**src/rtl/ter_pkg.sv**
```systemverilog
package ter_pkg;

    typedef logic [1:0] trit_t;

    localparam trit_t TRIT_0   = 2'b00;
    localparam trit_t TRIT_1   = 2'b01;
    localparam trit_t TRIT_2   = 2'b10;
    localparam trit_t TRIT_BAD = 2'b11;

    localparam int FIELD_W = 3;

    localparam logic [FIELD_W-1:0] KIND_PASS     = 3'd0;
    localparam logic [FIELD_W-1:0] KIND_ADD1     = 3'd1;
    localparam logic [FIELD_W-1:0] KIND_ADD2     = 3'd2;
    localparam logic [FIELD_W-1:0] KIND_DBL_ADD1 = 3'd3;
    localparam logic [FIELD_W-1:0] KIND_DBL_ADD2 = 3'd4;
    localparam logic [FIELD_W-1:0] KIND_DBL      = 3'd5;

    typedef struct packed {
        logic [FIELD_W-1:0] ctrl;
        logic [FIELD_W-1:0] tgt;
        logic [FIELD_W-1:0] kind;
    } gene_t;

    typedef enum logic [1:0] {
        ST_IDLE = 2'd0,
        ST_RUN  = 2'd1,
        ST_DONE = 2'd2
    } eval_state_t;

    // Single-trit permutation; illegal codes and unknown kinds pass through.
    function automatic trit_t trit_xform(input trit_t x, input logic [FIELD_W-1:0] kind);
        trit_t y;
        y = x;
        if (x != TRIT_BAD) begin
            unique case (kind)
                KIND_ADD1:     y = (x == TRIT_0) ? TRIT_1 : (x == TRIT_1) ? TRIT_2 : TRIT_0;
                KIND_ADD2:     y = (x == TRIT_0) ? TRIT_2 : (x == TRIT_1) ? TRIT_0 : TRIT_1;
                KIND_DBL_ADD1: y = (x == TRIT_0) ? TRIT_1 : (x == TRIT_1) ? TRIT_0 : TRIT_2;
                KIND_DBL_ADD2: y = (x == TRIT_0) ? TRIT_2 : (x == TRIT_1) ? TRIT_1 : TRIT_0;
                KIND_DBL:      y = (x == TRIT_0) ? TRIT_0 : (x == TRIT_1) ? TRIT_2 : TRIT_1;
                default:       y = x;
            endcase
        end
        return y;
    endfunction

endpackage

```
**src/rtl/ter_gene_store.sv**
```systemverilog
module ter_gene_store
    import ter_pkg::*;
#(
    parameter int MAX_COLS = 32,
    parameter int ADDR_W   = $clog2(MAX_COLS)
) (
    input  logic              clk,
    input  logic              rst_n,
    input  logic              wr_en,
    input  logic [ADDR_W-1:0] wr_addr,
    input  gene_t             wr_gene,
    input  logic [ADDR_W-1:0] rd_addr,
    output gene_t             rd_gene
);

    gene_t slot_q [MAX_COLS];

    for (genvar c = 0; c < MAX_COLS; c++) begin : g_slot
        always_ff @(posedge clk) begin
            if (!rst_n) begin
                slot_q[c] <= '0;
            end else if (wr_en && (wr_addr == ADDR_W'(c))) begin
                slot_q[c] <= wr_gene;
            end
        end
    end

    always_comb begin
        rd_gene = '0;
        for (int c = 0; c < MAX_COLS; c++) begin
            if (rd_addr == ADDR_W'(c)) begin
                rd_gene = slot_q[c];
            end
        end
    end

endmodule

```
**src/rtl/ter_column_apply.sv**
```systemverilog
module ter_column_apply
    import ter_pkg::*;
#(
    parameter int NUM_LINES = 5,
    parameter int VEC_W     = 2 * NUM_LINES
) (
    input  logic [VEC_W-1:0] vec_in,
    input  gene_t            gene,
    output logic [VEC_W-1:0] vec_out,
    output logic             malformed
);

    logic [NUM_LINES-1:0] ctrl_hit;
    logic                 ctrl_ok;
    logic                 tgt_ok;
    logic                 kind_ok;
    logic                 legal;
    logic                 fire;

    assign ctrl_ok = (32'(gene.ctrl) < NUM_LINES);
    assign tgt_ok  = (32'(gene.tgt) < NUM_LINES);
    assign kind_ok = (gene.kind <= KIND_DBL);
    assign legal   = ctrl_ok && tgt_ok && kind_ok;

    for (genvar i = 0; i < NUM_LINES; i++) begin : g_ctrl
        assign ctrl_hit[i] = (gene.ctrl == FIELD_W'(i)) && (vec_in[2*i +: 2] == TRIT_2);
    end

    assign fire      = legal && ((gene.ctrl == gene.tgt) || (|ctrl_hit));
    assign malformed = !legal;

    for (genvar i = 0; i < NUM_LINES; i++) begin : g_line
        assign vec_out[2*i +: 2] = (fire && (gene.tgt == FIELD_W'(i)))
                                 ? trit_xform(vec_in[2*i +: 2], gene.kind)
                                 : vec_in[2*i +: 2];
    end

endmodule

```
**src/rtl/ter_cascade_eval.sv**
```systemverilog
module ter_cascade_eval
    import ter_pkg::*;
#(
    parameter int NUM_LINES = 5,
    parameter int MAX_COLS  = 32,
    parameter int ADDR_W    = $clog2(MAX_COLS),
    parameter int LEN_W     = $clog2(MAX_COLS + 1),
    parameter int VEC_W     = 2 * NUM_LINES
) (
    input  logic              clk,
    input  logic              rst_n,
    input  logic              gene_we,
    input  logic [ADDR_W-1:0] gene_addr,
    input  logic [2:0]        gene_ctrl,
    input  logic [2:0]        gene_tgt,
    input  logic [2:0]        gene_kind,
    input  logic              cnt_we,
    input  logic [LEN_W-1:0]  cnt_val,
    input  logic              in_valid,
    output logic              in_ready,
    input  logic [VEC_W-1:0]  in_vec,
    output logic              out_valid,
    input  logic              out_ready,
    output logic [VEC_W-1:0]  out_vec,
    output logic              err_trit,
    output logic              err_gate
);

    localparam logic [LEN_W-1:0] CNT_CAP = LEN_W'(MAX_COLS);

    eval_state_t          state_q;
    eval_state_t          state_d;
    logic [ADDR_W-1:0]    col_q;
    logic [LEN_W-1:0]     len_q;
    logic [VEC_W-1:0]     vec_q;
    logic                 err_trit_q;
    logic                 err_gate_q;
    logic                 accept;
    logic                 last_col;
    logic                 is_idle;
    gene_t                wr_gene;
    gene_t                cur_gene;
    logic [VEC_W-1:0]     col_out;
    logic                 col_bad;
    logic [NUM_LINES-1:0] bad_in;

    assign is_idle  = (state_q == ST_IDLE);
    assign accept   = is_idle && in_valid;
    assign last_col = ({1'b0, col_q} == (len_q - LEN_W'(1)));
    assign wr_gene  = '{ctrl: gene_ctrl, tgt: gene_tgt, kind: gene_kind};

    for (genvar i = 0; i < NUM_LINES; i++) begin : g_chk_in
        assign bad_in[i] = (in_vec[2*i +: 2] == TRIT_BAD);
    end

    ter_gene_store #(
        .MAX_COLS (MAX_COLS),
        .ADDR_W   (ADDR_W)
    ) u_store (
        .clk     (clk),
        .rst_n   (rst_n),
        .wr_en   (gene_we && is_idle),
        .wr_addr (gene_addr),
        .wr_gene (wr_gene),
        .rd_addr (col_q),
        .rd_gene (cur_gene)
    );

    ter_column_apply #(
        .NUM_LINES (NUM_LINES),
        .VEC_W     (VEC_W)
    ) u_col (
        .vec_in    (vec_q),
        .gene      (cur_gene),
        .vec_out   (col_out),
        .malformed (col_bad)
    );

    // State register
    always_ff @(posedge clk) begin
        if (!rst_n) begin
            state_q <= ST_IDLE;
        end else begin
            state_q <= state_d;
        end
    end

    // Transitions: accept_run, accept_empty, last_column, result_taken
    always_comb begin
        state_d = state_q;
        unique case (state_q)
            ST_IDLE: begin
                if (in_valid) begin
                    state_d = (len_q == '0) ? ST_DONE : ST_RUN;
                end
            end
            ST_RUN: begin
                if (last_col) begin
                    state_d = ST_DONE;
                end
            end
            ST_DONE: begin
                if (out_ready) begin
                    state_d = ST_IDLE;
                end
            end
            default: state_d = ST_IDLE;
        endcase
    end

    // Outputs
    always_comb begin
        in_ready  = 1'b0;
        out_valid = 1'b0;
        unique case (state_q)
            ST_IDLE: in_ready  = 1'b1;
            ST_RUN:  in_ready  = 1'b0;
            ST_DONE: out_valid = 1'b1;
            default: begin
                in_ready  = 1'b0;
                out_valid = 1'b0;
            end
        endcase
    end

    assign out_vec  = vec_q;
    assign err_trit = err_trit_q;
    assign err_gate = err_gate_q;

    // Datapath
    always_ff @(posedge clk) begin
        if (!rst_n) begin
            len_q      <= '0;
            col_q      <= '0;
            vec_q      <= '0;
            err_trit_q <= 1'b0;
            err_gate_q <= 1'b0;
        end else begin
            if (is_idle && cnt_we) begin
                len_q <= (cnt_val > CNT_CAP) ? CNT_CAP : cnt_val;
            end
            if (accept) begin
                vec_q      <= in_vec;
                col_q      <= '0;
                err_trit_q <= |bad_in;
                err_gate_q <= 1'b0;
            end else if (state_q == ST_RUN) begin
                vec_q      <= col_out;
                err_gate_q <= err_gate_q | col_bad;
                col_q      <= col_q + ADDR_W'(1);
            end
        end
    end

endmodule

```
**config.mk**
```make
export PLATFORM = sky130hd
export DESIGN_NAME = ter_cascade_eval
export DESIGN_NICKNAME = d
export VERILOG_FILES = /design/src/rtl/ter_pkg.sv /design/src/rtl/ter_gene_store.sv /design/src/rtl/ter_column_apply.sv /design/src/rtl/ter_cascade_eval.sv
export SDC_FILE = /design/constraint.sdc
export NUM_CORES = 1
export LEC_CHECK = 0
export ABC_AREA = 1
export BUFFER_PORTS_ARGS = -buffer_cell sky130_fd_sc_hd__buf_2
export CORE_MARGIN = 2
export CORE_UTILIZATION = 39
export CTS_CLUSTER_SIZE = 28
export DETAILED_ROUTE_END_ITERATION = 7
export GPL_TIMING_DRIVEN = 0
export PLACE_DENSITY = 0.57
export SLEW_MARGIN = 20
export SYNTH_ARGS = -nofsm -noshare
export SYNTH_HDL_FRONTEND = slang
export SYNTH_SLANG_ARGS = --single-unit
```
**constraint.sdc**
```tcl
create_clock -name clk -period 4.8 [get_ports clk]
set_input_delay 0.48 -clock clk [delete_from_list [all_inputs] [get_ports clk]]
set_output_delay 0.48 -clock clk [all_outputs]
set_load 0.01 [all_outputs]
```
==> key figures, run 1 <==
Worst setup path
  • R2r startpoint: col_q[2]
  • Required @ worst endpoint: 5.29 ns
  • Worst-path maximum fanout: 8
  • Crit. End Element: register
  • CP Class: reg -> reg
  • Setup crit start: col_q[2]
  • CP Data Arrival Time: 4.91 ns
  • Most frequent CP cell: nand2_1
  • Reg2Reg Setup Slack: 0.38 ns
  • Worst setup SP type: register
  • Critical path's slowest cell: dfxtp_2
  • Crit path largest cell delay: 0.32 ns

STA
  • Final setup viols: 0
  • Final Cycle Share: 0.920
  • Worst Max-Slew Pin Slew: 1.15 ns
  • Max Freq: 0.226 GHz
  • Setup WS post-layout: 0.382 ns
  • Final worst path period need: 4.42 ns
  • Max-slew violations: 0
  • Final Skew: 0.00935 ns
  • Slew headroom: 0.233
  • Hold Vio Cnt, Final: 0

Placed design
  • I/O Buffers: 48
  • Place WS: -0.167 ns
  • Post-DP Area: 17200 um2
  • HPWL after detailed placement: 33.7 mm
  • Placer Congestion: 0.904

Clock tree
  • Clock Latency Late Sink: 0.55 ns
  • H-Tree Depth: 2
  • CTS clk-pin slew, worst paths: 0.05 ns
  • TritonCTS buffer count: 37
  • CTS tree: done
  • Clock buffer depth: 3
  • Num Clock Sinks: 313
  • Root buffer cell: clkbuf_16

Yosys
  • Top post-synthesis cells by area: edfxtp_1 53%, nand2_1 13%, nor2_1 11%, inv_1 4.3%, dfxtp_1 3.1%
  • Post-synth EDFFs: 288
  • Post-Syn Area: 16200 um2
  • Asr flop ratio synth: 0
  • Synthesized Nets: 2017
  • Cell variety after synth: 39
  • Synthesized instance count: 1974
  • Sequential fraction of the synthesis area: 0.564
  • Yosys top cell area share: 0.533
  • Seq cells post-synth: 313
  • Synth Flop Type: edfxtp_1
  • Yosys top cell by area: edfxtp_1
  • Yosys warning count: 0
  • Mean Syn Cell Area: 8.22 um2

Final layout
  • Area Growth Syn to Fin: 17.1%
  • Final instance area: 19000 um2
  • Fraction of layout cells with a size suffix above 1: 0.133
  • NumNets Final: 2153
  • Final core occ: 0.464
  • Inserted Diodes: 0

GRT
  • First-pass GRT wire length: 72.9 mm
  • Vias in the first global route: 12852
  • Global Route Usage Sum: 0.217
  • Largest net degree at the start of global routing: 13
  • Initial antenna violation count: 0
  • Grt ovf: 0

Floorplanning
  • Die ar.: 43300 um2
  • Die W: 208 um
  • Die H: 208 um
  • # rows: 74
  • Core box area: 40900 um2
  • I/O pins: 50
  • Starting Density: 0.397

Route
  • Detailed-router iteration count before antenna repair: 5
  • WL met3: 2.74 mm
  • Post-route ant nets: 0
  • WL met1: 21.3 mm
  • DR iter-0 viols: 1299
  • DR vias/cell: 5.04
  • Wire length per cell after detailed routing: 17.6 um
  • Final WL: 47.1 mm
  • Remaining DRCs: 0
  • Routed wl met2: 21.6 mm
  • Vias: 13445
  • Top Metal Used: met4

Job
  • Max-cap violations: 0

Status
  • Status: complete, no violations

Power
  • Max IR drop VDD: 0.193 mV
  • Static leakage: 8.15 nW
  • P per Cell Area: 392 nW/um2

Min path
  • Min-delay src: cnt_val[4]
  • Class of the worst hold path: in -> reg
metal layers:
layer,GRT usage,vias up
met5,0,-
met4,0.0802,0
met3,0.0353,78
met2,0.348,397
met1,0.297,6335
li1,-,6635
worst max-delay path: cells and delay by family, from the launching register on:
family          cells  cell delay, ns
flops               1            0.32
buf+inv             5            0.52
compound gates      3            0.47
simple gates       36            3.02
cells in the final DEF (no fill, tap or decap), drive strengths merged, types with 25 or more instances in the layout:
cell type  instances
nand4             44
buf              117
inv              202
or2               26
edfxtp           288
dfxtp             25
nor2             478
o21ai            105
nand2            549
nand3             65
a21oi             70
clkbuf           110
sequential cells by signal, summed over array words and instances (netlist names):
signal and count:
u_store.slot_q 288, len_q 6, out_vec 10, err_gate 1, col_q 5, err_trit 1, state_q 2
cell type report:
type                            count  area [um2]
Fill cell                        4033       21900
Sequential cell                   313        9170
Multi-Input combinational cell   1373        6210
Clock buffer                       51        1030
Inverter                          209         798
Tap cell                          532         666
Timing Repair Buffer               99         626
Buffer                             77         387
Clock inverter                     13         115
where the power goes:
| part | switching, W | total (W) | internal, W | leakage, nW |
|---|---|---|---|---|
| sequential | 0.0000919 | 0.00322 | 0.00313 | 3.19 |
| clock | 0.00112 | 0.00272 | 0.00161 | 0.557 |
| combinational | 0.00104 | 0.00151 | 0.000472 | 4.41 |
Yosys cell counts, types with 3 or more instances:
cell,n
o21ai_1,10
ha_1,7
dfxtp_1,25
buf_4,4
a22oi_1,3
inv_2,14
nand2_2,7
nand3_2,6
clkbuf_1,61
a21oi_1,69
edfxtp_1,288
o21ai_0,94
nor2_1,469
buf_6,3
inv_1,188
or2_0,5
nand3_1,58
xnor2_1,4
buf_2,11
o21bai_1,3
nand4_1,44
nand2_1,541
or2_2,21
nor3_1,7
clkinv_1,7
nor2_4,9
final timing paths:
| path | cells past startpoint | endpoint |
|---|---|---|
| worst max-delay path | 44 | out_vec[2] |
| worst min-delay path | 3 | len_q[4] |
| worst max register to register | 44 | out_vec[2] |
| worst min register to register | 2 | len_q[0] |
logic make-up after synthesis:
family | Yosys count | synth area share
multiplexers | 2 | 0.00123
buffers and inverters | 288 | 0.0698
flip-flops | 313 | 0.564
AO/OA/AOI/OAI | 187 | 0.0605
AND/OR/NAND/NOR | 1172 | 0.297
XOR/XNOR | 5 | 0.00270
adder cells (fa/ha/maj) | 7 | 0.00540
through the flow:
| stage | hold WS (ns) | cells | total power [W] | TNS, ns |
|---|---|---|---|---|
| 2_1_floorplan | 0.459 | 1974 | 0.00420 | 0 |
| 3_3_place_gp | 0.480 | 2554 | 0.00464 | -1.06 |
| 3_5_place_dp | 0.483 | 2568 | 0.00468 | -1.25 |
| 4_1_cts | 0.160 | 2630 | 0.00739 | 0 |
| 5_1_grt | 0.180 | 2667 | 0.00781 | -0.0207 |
| 6_report | 0.185 | 2667 | 0.00746 | 0 |
what timing repair did:
item | 4_1_cts | 5_1_grt
gates resized for setup | 3 | 102
hold buffers | 0 | 0
buffers inserted | 0 | 35
gates cloned | 0 | 2
pin swaps | 0 | 30
endpoints found under the setup margin | 10 | 11
(Power assumes the default switching activity.)
==> inputs of run 2 (changes only) <==
--- a/config.mk
+++ b/config.mk
@@ -6,13 +6,13 @@
 export NUM_CORES = 1
 export LEC_CHECK = 0
 export ABC_AREA = 1
-export BUFFER_PORTS_ARGS = -buffer_cell sky130_fd_sc_hd__buf_2
 export CORE_MARGIN = 2
 export CORE_UTILIZATION = 39
 export CTS_CLUSTER_SIZE = 28
 export DETAILED_ROUTE_END_ITERATION = 7
+export DONT_BUFFER_PORTS = 1
 export GPL_TIMING_DRIVEN = 0
-export PLACE_DENSITY = 0.57
+export PLACE_DENSITY = 0.56
 export SLEW_MARGIN = 20
 export SYNTH_ARGS = -nofsm -noshare
 export SYNTH_HDL_FRONTEND = slang
==> key figures, run 2 (synthesis gave the netlist of run 1 again) <==
Clock tree
  • Clock Latency Late Sink: 0.54 ns (about the same)
  • Cts hold-fix bufs: 0 (unchanged)
  • Num Clock Sinks: 313 (unchanged)
  • CTS clk-pin slew, worst paths: 0.06 ns (about the same)
  • H-Tree Depth: 2 (unchanged)
  • CTS tree: done
  • Root buffer cell: clkbuf_16
  • TritonCTS buffer count: 37 (unchanged)
  • Clock buffer depth: 3 (unchanged)

Power
  • Internal: 0.00516 W (-0.96%)
  • Static leakage: 7.95 nW (-2.5%)
  • Seq pwr share: 0.437 (+0.005)
  • Combinational Power Share: 0.200 (-0.003)
  • Clk pwr share: 0.363 (-0.002)
  • Max IR drop VDD: 0.201 mV (+4.0%)
  • P_sw: 0.00226 W (+0.57%)
  • P per Cell Area: 395 nW/um2 (+0.69%)
  • Sw Share: 0.305 (+0.00324)

Floorplanning
  • # rows: 74 (unchanged)
  • Starting Density: 0.397 (unchanged)
  • Core box area: 40900 um2 (unchanged)
  • Die H: 208 um (unchanged)
  • I/O pins: 50 (unchanged)
  • Die ar.: 43300 um2 (unchanged)
  • Die W: 208 um (unchanged)

STA
  • Final worst path period need: 4.45 ns (+0.0367 ns)
  • Worst Max-Slew Pin Slew: 1.14 ns (-0.0144 ns)
  • Setup WS post-layout: 0.345 ns (-0.0367 ns)
  • Max-slew violations: 0 (unchanged)
  • Hold Vio Cnt, Final: 0 (unchanged)
  • Slew headroom: 0.243 (+0.00958)
  • Final Skew: 0.0135 ns (+0.00417 ns)
  • RSZ-0062 raised after global routing: true
  • Final Cycle Share: 0.928 (+0.00766)
  • Max Freq: 0.224 GHz (-0.82%)
  • Setup TNS Final: 0 ns (unchanged)
  • Final setup viols: 0 (unchanged)
  • Fin Hold WS: 0.107 ns (-0.0780 ns)

Worst setup path
  • Crit. End Element: register
  • Critical path's slowest cell: dfxtp_2
  • Crit path max-delay family: simple AND/OR/NAND/NOR gates
  • R2r endpoint: out_vec[5]
  • CP Class: reg -> reg
  • WP depth: 50 (+14%)
  • Setup crit start: col_q[2]
  • Worst Setup EP: out_vec[5]
  • Crit path largest cell delay: 0.32 ns (about the same)
  • CP Data Arrival Time: 4.89 ns (-0.02 ns)
  • R2r startpoint: col_q[2]
  • Reg2Reg Setup Slack: 0.35 ns (-0.04 ns)
  • Buffers and inverters on the worst path: 6 (+1)
  • Worst-path maximum fanout: 6 (-2)
  • Reg2reg path depth: 50 (+14%)
  • Required @ worst endpoint: 5.23 ns (-0.06 ns)
  • Worst setup SP type: register
  • Most frequent CP cell: nand2_1

Final layout
  • Most frequent cells in the layout: 500 x nand2_1, 467 x nor2_1, 288 x edfxtp_1, 184 x inv_1, 68 x a21oi_1
  • Max reg flops: 288 (unchanged)
  • Final core occ: 0.459 (-0.00550)
  • Commonest non-fill, non-tap cell in the layout: nand2_1
  • Fraction of layout cells with a size suffix above 1: 0.117 (-0.0159)
  • Inserted Diodes: 0 (unchanged)
  • Largest register by flop count: u_store.slot_q
  • Area Growth Syn to Fin: 15.7%
  • NumNets Final: 2101 (-2.4%)

Status
  • Status: complete, no violations

GRT
  • Vias in the first global route: 12469 (-3.0%)
  • Initial antenna violation count: 0 (unchanged)
  • Grt ovf: 0 (unchanged)
  • Global Route Usage Sum: 0.213 (-0.00418)
  • Largest net degree at the start of global routing: 13 (unchanged)
  • First-pass GRT wire length: 71.6 mm (-1.8%)

Route
  • Detailed-router iteration count before antenna repair: 5 (unchanged)
  • DR vias/cell: 5.09 (+0.93%)
  • Vias: 13306 (-1.0%)
  • Post-route ant nets: 0 (unchanged)
  • Wire length per cell after detailed routing: 17.9 um (+1.6%)
  • Final WL: 46.9 mm (-0.38%)
  • DR iter-0 viols: 1116 (-14%)
  • Remaining DRCs: 0 (unchanged)

Placed design
  • Place WS: -0.319 ns (-0.152 ns)
  • HPWL after detailed placement: 33.9 mm (+0.57%)
  • I/O Buffers: 0 (-100%)
  • Placer Congestion: 0.922 (+2.0%)

Min path
  • Class of the worst hold path: in -> reg

Job
  • Max-cap violations: 0 (unchanged)
run 2: repair_timing:
item                       in CTS  in global routing
setup endpoints to repair      11                 11
gates resized for setup         8                116
cloned                          0                  3
setup buffers                   1                 34
hold endpoints to repair        0                  0
pin swaps                       1                 54
run 2: routing by layer:
| layer | track usage | up-vias | wire (um) |
|---|---|---|---|
| li1 | - | 6540 | - |
| met4 | 0.0751 | 0 | 1210 |
| met1 | 0.292 | 6324 | 21200 |
| met2 | 0.343 | 369 | 21700 |
| met5 | 0 | - | 0 |
| met3 | 0.0337 | 73 | 2770 |
run 2: stage by stage:
step / area [um2] / power, W / cells
after CTS: 18100 / 0.00734 / 2578
after global placement: 16900 / 0.00460 / 2506
final: 18800 / 0.00742 / 2615
after global routing: 18800 / 0.00777 / 2615
after floorplan: 16200 / 0.00420 / 1974
after detailed placement: 17000 / 0.00463 / 2515
run 2: worst min path at each step:
| stage | startpoint | endpoint | slack (ns) | cells after the start |
|---|---|---|---|---|
| floorplan | len_q[0] | len_q[0] | 0.46 | 2 |
| global placement | len_q[0] | len_q[0] | 0.49 | 2 |
| detailed placement | len_q[0] | len_q[0] | 0.50 | 2 |
| CTS | cnt_val[2] | len_q[2] | 0.07 | 2 |
| global route | cnt_val[2] | len_q[2] | 0.09 | 2 |
| finish | cnt_val[1] | len_q[1] | 0.11 | 2 |
run 2: layout make-up:
class,instances,area [um2]
fill,4026,22100
sequential,313,9160
multi-input combinational,1373,6260
clock buffer,44,952
inverter,209,797
tap,532,666
timing repair buffer,47,392
buffer,77,373
clock inverter,20,171
run 2: power by group through the flow:
stage                     combinational (W)  sequential [W]  clock [W]
after global routing                0.00166         0.00326    0.00284
after CTS                           0.00135         0.00324    0.00275
final                               0.00148         0.00324    0.00269
after detailed placement            0.00133         0.00330          0
after global placement              0.00130         0.00330          0
after floorplan                    0.000937         0.00327          0
